**src/rtl/esa_pkg.sv**
```systemverilog
`timescale 1ns/1ps
package esa_pkg;
  localparam int ADDR_W = 3;

  typedef enum logic [ADDR_W-1:0] {
    A_VSTAT  = 3'd0,
    A_ASTAT  = 3'd1,
    A_VMASK  = 3'd2,
    A_SDMASK = 3'd3,
    A_HDMASK = 3'd4
  } esa_addr_e;
endpackage

```
**src/rtl/esa_sticky.sv**
```systemverilog
`timescale 1ns/1ps
// Sticky status word: set by event pulses, cleared by hard or soft conditions.
module esa_sticky #(
  parameter int W = 8
) (
  input  logic         clk,
  input  logic         rst,
  input  logic         hard_clr,
  input  logic         soft_clr,
  input  logic [W-1:0] evt,
  output logic [W-1:0] stat_q
);

  always_ff @(posedge clk) begin
    if (rst || hard_clr)
      stat_q <= '0;
    else if (soft_clr)
      stat_q <= evt;            // new events survive a soft clear
    else
      stat_q <= stat_q | evt;
  end

  AST_HARD_CLEAR: assert property (@(posedge clk) disable iff (rst)
    hard_clr |=> stat_q == '0);
  AST_EVT_KEPT: assert property (@(posedge clk) disable iff (rst)
    (!hard_clr && (|evt)) |=> ((stat_q & $past(evt)) == $past(evt)));
  AST_HOLD: assert property (@(posedge clk) disable iff (rst)
    (!hard_clr && !soft_clr && evt == '0) |=> $stable(stat_q));
  AST_SOFT_CLEAR: assert property (@(posedge clk) disable iff (rst)
    (soft_clr && !hard_clr) |=> stat_q == $past(evt));

endmodule

```
**src/rtl/esa_host_regs.sv**
```systemverilog
`timescale 1ns/1ps
// Mask registers, read mux and read-clear strobes.
module esa_host_regs #(
  parameter int VID_W  = 8,
  parameter int AUD_W  = 8,
  parameter int DATA_W = 8
) (
  input  logic                     clk,
  input  logic                     rst,
  input  logic [esa_pkg::ADDR_W-1:0] addr,
  input  logic                     wr,
  input  logic                     rd,
  input  logic [DATA_W-1:0]        wdata,
  input  logic                     hd_mode,
  input  logic [VID_W-1:0]         vstat,
  input  logic [AUD_W-1:0]         astat,
  output logic [VID_W-1:0]         vmask,
  output logic [AUD_W-1:0]         amask_sel,
  output logic                     vstat_rd_clr,
  output logic                     astat_rd_clr,
  output logic [DATA_W-1:0]        rdata
);
  import esa_pkg::*;

  logic [AUD_W-1:0]  sd_mask, hd_mask;
  logic [DATA_W-1:0] rdata_d;

  always_ff @(posedge clk) begin
    if (rst) begin
      vmask   <= '0;
      sd_mask <= '0;
      hd_mask <= '0;
    end else if (wr) begin
      case (addr)
        A_VMASK:  vmask   <= wdata[VID_W-1:0];
        A_SDMASK: sd_mask <= wdata[AUD_W-1:0];
        A_HDMASK: hd_mask <= wdata[AUD_W-1:0];
        default: ;
      endcase
    end
  end

  always_comb begin
    rdata_d = '0;
    case (addr)
      A_VSTAT:  rdata_d = DATA_W'(vstat);
      A_ASTAT:  rdata_d = DATA_W'(astat);
      A_VMASK:  rdata_d = DATA_W'(vmask);
      A_SDMASK: rdata_d = DATA_W'(sd_mask);
      A_HDMASK: rdata_d = DATA_W'(hd_mask);
      default:  rdata_d = '0;
    endcase
  end

  always_ff @(posedge clk) begin
    if (rst)     rdata <= '0;
    else if (rd) rdata <= rdata_d;
  end

  assign amask_sel    = hd_mode ? hd_mask : sd_mask;
  assign vstat_rd_clr = rd && (addr == A_VSTAT);
  assign astat_rd_clr = rd && (addr == A_ASTAT);

  AST_MASK_RESET: assert property (@(posedge clk) disable iff (rst)
    $fell(rst) |-> (vmask == '0 && sd_mask == '0 && hd_mask == '0));
  AST_SD_KEPT: assert property (@(posedge clk) disable iff (rst)
    !(wr && addr == A_SDMASK) |=> $stable(sd_mask));
  AST_HD_KEPT: assert property (@(posedge clk) disable iff (rst)
    !(wr && addr == A_HDMASK) |=> $stable(hd_mask));

endmodule

```
**src/rtl/esa_gate.sv**
```systemverilog
`timescale 1ns/1ps
// Registered active-low flags from masked status.
module esa_gate #(
  parameter int VID_W = 8,
  parameter int AUD_W = 8
) (
  input  logic             clk,
  input  logic             rst,
  input  logic [VID_W-1:0] vstat,
  input  logic [VID_W-1:0] vmask,
  input  logic [AUD_W-1:0] astat,
  input  logic [AUD_W-1:0] amask,
  output logic             vid_err_n,
  output logic             aud_err_n,
  output logic             data_err_n
);

  logic v_hit, a_hit;

  assign v_hit = |(vstat & ~vmask);
  assign a_hit = |(astat & ~amask);

  always_ff @(posedge clk) begin
    if (rst) begin
      vid_err_n  <= 1'b1;
      aud_err_n  <= 1'b1;
      data_err_n <= 1'b1;
    end else begin
      vid_err_n  <= ~v_hit;
      aud_err_n  <= ~a_hit;
      data_err_n <= ~(v_hit | a_hit);
    end
  end

  AST_DATA_SUM: assert property (@(posedge clk) disable iff (rst)
    data_err_n == (vid_err_n & aud_err_n));
  AST_IDLE_HIGH: assert property (@(posedge clk) disable iff (rst)
    (vstat == '0 && astat == '0) |=> (vid_err_n && aud_err_n));

endmodule

```
**src/rtl/err_status_agg.sv**
```systemverilog
`timescale 1ns/1ps
module err_status_agg #(
  parameter int VID_W  = 8,
  parameter int AUD_W  = 8,
  parameter int DATA_W = 8
) (
  input  logic                       clk,
  input  logic                       rst,
  input  logic [VID_W-1:0]           vid_err_evt,
  input  logic [AUD_W-1:0]           aud_err_evt,
  input  logic                       field_start,
  input  logic                       link_locked,
  input  logic                       proc_enable,
  input  logic                       std_change,
  input  logic                       hd_mode,
  input  logic [esa_pkg::ADDR_W-1:0] host_addr,
  input  logic                       host_wr,
  input  logic                       host_rd,
  input  logic [DATA_W-1:0]          host_wdata,
  output logic [DATA_W-1:0]          host_rdata,
  output logic                       vid_err_n,
  output logic                       aud_err_n,
  output logic                       data_err_n
);

  logic             hard_clr;
  logic             vrd_clr, ard_clr;
  logic [VID_W-1:0] vid_stat, vid_mask;
  logic [AUD_W-1:0] aud_stat, aud_mask;

  assign hard_clr = !link_locked || !proc_enable || std_change;

  esa_sticky #(.W(VID_W)) u_vstat (
    .clk(clk), .rst(rst), .hard_clr(hard_clr),
    .soft_clr(field_start || vrd_clr), .evt(vid_err_evt), .stat_q(vid_stat));

  esa_sticky #(.W(AUD_W)) u_astat (
    .clk(clk), .rst(rst), .hard_clr(hard_clr),
    .soft_clr(field_start || ard_clr), .evt(aud_err_evt), .stat_q(aud_stat));

  esa_host_regs #(.VID_W(VID_W), .AUD_W(AUD_W), .DATA_W(DATA_W)) u_regs (
    .clk(clk), .rst(rst), .addr(host_addr), .wr(host_wr), .rd(host_rd),
    .wdata(host_wdata), .hd_mode(hd_mode), .vstat(vid_stat), .astat(aud_stat),
    .vmask(vid_mask), .amask_sel(aud_mask), .vstat_rd_clr(vrd_clr),
    .astat_rd_clr(ard_clr), .rdata(host_rdata));

  esa_gate #(.VID_W(VID_W), .AUD_W(AUD_W)) u_gate (
    .clk(clk), .rst(rst), .vstat(vid_stat), .vmask(vid_mask),
    .astat(aud_stat), .amask(aud_mask), .vid_err_n(vid_err_n),
    .aud_err_n(aud_err_n), .data_err_n(data_err_n));

  AST_READ_CLEARS: assert property (@(posedge clk) disable iff (rst)
    (vrd_clr && !hard_clr) |=> ((vid_stat & ~$past(vid_err_evt)) == '0));

endmodule

```
**config.mk**
```make
export PLATFORM = sky130hd
export DESIGN_NAME = err_status_agg
export DESIGN_NICKNAME = d
export VERILOG_FILES = /design/src/rtl/esa_pkg.sv /design/src/rtl/esa_sticky.sv /design/src/rtl/esa_host_regs.sv /design/src/rtl/esa_gate.sv /design/src/rtl/err_status_agg.sv
export SDC_FILE = /design/constraint.sdc
export NUM_CORES = 1
export LEC_CHECK = 0
export BUFFER_PORTS_ARGS = -buffer_cell sky130_fd_sc_hd__buf_2
export CORE_MARGIN = 2
export CORE_UTILIZATION = 34
export CTS_CLUSTER_DIAMETER = 50
export DETAILED_ROUTE_END_ITERATION = 8
export HOLD_SLACK_MARGIN = 0.15
export PLACE_DENSITY_LB_ADDON = 0.25
export SKIP_CTS_REPAIR_TIMING = 1
export SLEW_MARGIN = 20
export SYNTH_ARGS = -nofsm -noshare
export SYNTH_HDL_FRONTEND = slang
export SYNTH_SLANG_ARGS = --single-unit
```
**constraint.sdc**
```tcl
create_clock -name clk -period 3.7 [get_ports clk]
set_clock_uncertainty 0.1 [all_clocks]
set_input_delay 0.185 -clock clk [delete_from_list [all_inputs] [get_ports clk]]
set_output_delay 0.185 -clock clk [all_outputs]
set_load 0.05 [all_outputs]
```
==> flow_summary.ini <==
[clocking]
htree_levels = 2
cts_made_buffers = 5
cts_tree = done
insertion_delay_ns = 0.31
clkSinkCount = 51
cts_buffer_depth = 2
clockRootBuffer = clkbuf_8
clk_pin_slew_ns = 0.09

[place]
gp_congestion = 0.840
place_area_um2 = 2490
dpl.hpwl_mm = 4.45
pre_cts_ws_ns = 1.63
port_buffers = 46

[floorplanning]
die_area_um2 = 7260
die_w_um = 85.2
core-area_um2 = 6350
start_util_pct = 35.3
ios = 47
num_rows = 29
die_h_um = 85.2

[setup_path]
worstPathArrival_ns = 1.85
critPathSlowestCell = nor2b_1
cp_max_fo = 12
reg2reg_depth = 4
r2r-end = u_regs.rdata[1]
path_delay_family = simple AND/OR/NAND/NOR gates
crit_buf_inv = 1
end_kind = flop
path_cells = buf_2, nor2b_1, nand3b_1, nand2_1, a21oi_1
rrSetupSlack_ns = 2.24
cp_num_cells = 5
critPathRequiredTime_ns = 3.77
start_kind = input pin
reg2reg_from = u_regs.hd_mask[1]
startpoint = host_addr[1]
path_class = input pin to flop
slowest_delay_ns = 0.74

[grt]
grt_use_total_pct = 16.6
antenna_found_initial = 0
grt_overflow = 0
grt_max_degree = 30
grt_pass1_wl_mm = 9.22
grt_pass1_vias = 1842

[detailed_routing]
dr.pass1.iters = 4
vias = 2024
viasPerCell = 5.10
post-route-drc-count = 0
first_iter_violations = 89
final_antenna_net_count = 0
drt_wl_total_mm = 6.13
wl_per_cell_um = 15.4

[logic_synthesis]
syn-cell-area_um2 = 2240
syn_inst = 254
synth_compound_area_share_pct = 22.1
synth_xor_area_share_pct = 0
synth_nets = 290
ys_seq_elements = 51
postSynthAreaPerCell_um2 = 8.83
synthMuxAreaShare_pct = 11.9
ys_types = 32
synthAdderAreaFrac_pct = 0
yosysSeqAreaShare_pct = 45.5
yosys_warnings = 0
synth-simple-area-share_pct = 15.2
synth_top_family_by_area = compound AO/OA/AOI/OAI gates

[run_status]
status = finished, final reports clean

[timing]
period_share_pct = 48.0
finalHoldWorstSlack_ns = 0.193
rsz0062_at_grt = false
slew_headroom_pct = 42.9
setup_viol = 0
fin_ws_ns = 1.92
worst_pin_slew_ns = 0.855
hold_violations = 0
slew_viol_final = 0
tns_ns = 0
period_needed_ns = 1.78
max_freq_mhz = 563

[finish]
fillers = 648
antenna_cells = 0
areaGrowthSynthToFinish_pct = 26.6
layout-drive-gt1-share_pct = 20.9
final_nets = 355
final_util_pct = 44.7
finish.instance_area_um2 = 2840

[flow_run]
maxCapViolations = 0

[worst_hold_path]
worstHoldPathType = input pin to flop
holdPathEnd = u_astat.stat_q[4]
hold_path_depth = 4
hp-start = field_start

[pwr]
p_per_area_nw_per_um2 = 369
p_leak_nw = 1.12
peakVddDrop_mv = 0.175
-- metrics by stage --
stage          instances  total power, mW
2_1_floorplan        254            0.653
3_3_place_gp         364            0.692
3_5_place_dp         364            0.693
4_1_cts              372             1.03
5_1_grt              397             1.10
6_report             397             1.05
-- state kept, by name, summed over array words and instances (netlist names) --
name               cells
u_astat.stat_q         8
u_regs.hd_mask         8
u_regs.rdata           8
u_regs.sd_mask         8
u_regs.vmask           8
u_vstat.stat_q         8
u_gate.aud_err_n       1
u_gate.data_err_n      1
u_gate.vid_err_n       1
-- per-layer routing --
metal	track usage [%]	vias up	part of all wire [%]
li1	-	1017	-
met1	23.5	935	48
met2	24.4	60	44
met3	3.50	12	5.5
met4	7.50	0	2.4
met5	0	-	0
-- Yosys cell counts (all sizes together) --
| library cell | count | area, um^2 |
|---|---|---|
| buf | 9 | 65.1 |
| a22oi | 11 | 103 |
| inv | 10 | 37.5 |
| a21oi | 41 | 209 |
| mux2 | 7 | 93.8 |
| o22ai | 11 | 68.8 |
| dfxtp | 51 | 1020 |
| nand2 | 48 | 180 |
| and2 | 1 | 6.26 |
| and3 | 3 | 18.8 |
| nand3b | 1 | 7.51 |
| mux4 | 1 | 22.5 |
| o41ai | 1 | 8.76 |
| a22o | 7 | 61.3 |
| clkbuf | 4 | 15.0 |
| nor2 | 20 | 75.1 |
| nand3 | 4 | 20.0 |
| a41o | 1 | 10.0 |
| and3b | 1 | 8.76 |
| a31oi | 1 | 21.3 |
| mux2i | 15 | 150 |
| a311oi | 1 | 8.76 |
| nand2b | 2 | 12.5 |
| o21ai | 1 | 5.00 |
| nor2b | 2 | 12.5 |
-- power breakdown --
part	internal (mW)	leakage, nW	switching [mW]
Combinational	0.0573	0.651	0.0737
Sequential	0.561	0.413	0.00950
Clock	0.171	0.0515	0.176
Total	0.789	1.12	0.259
-- kinds of logic after synthesis --
group / after synthesis
and+or+nand+nor: 82
AOI/OAI and AO/OA: 75
DFF: 51
muxes: 23
buffers and inverters: 23
-- cell type report --
class                           count  area (um^2)  share of cell area, %
Sequential cell                    51         1020                   36.0
Multi-Input combinational cell    180         1100                   38.9
Clock buffer                        8          100                   3.53
Timing Repair Buffer               71          480                   16.9
Tap cell                           77         96.3                   3.39
Inverter                           10         37.5                   1.32
-- placed cells by master (no fill, tap or decap), types with 3 or more instances in the layout --
cell,netlist,routed
a21oi_1,40,40
a22o_1,7,7
a22oi_1,7,7
a22oi_2,4,4
and3_1,3,3
buf_2,4,46
clkbuf_8,0,7
dfxtp_1,51,51
dlygate4sd3_1,0,25
inv_1,9,9
mux2_4,4,4
mux2i_1,15,15
nand2_1,48,48
nand3_1,4,4
nor2_1,20,20
o22ai_1,11,11
-- worst max path at each step --
stage	slack (ns)	endpoint
after global placement	1.71	u_regs.sd_mask[3]
after floorplan	2.47	u_regs.rdata[1]
final	1.92	u_regs.vmask[0]
after CTS	1.94	u_regs.vmask[0]
after global routing	1.75	u_regs.vmask[7]
after detailed placement	1.63	u_regs.sd_mask[0]
-- worst register-to-register path: stages, from the launching register on --
cell and delay [ns]:
dfxtp_1 0.37, mux2_1 0.30, a22oi_1 0.21, o22ai_1 0.14
a22o_1 0.24
Power figures use the tool's default switching activity.
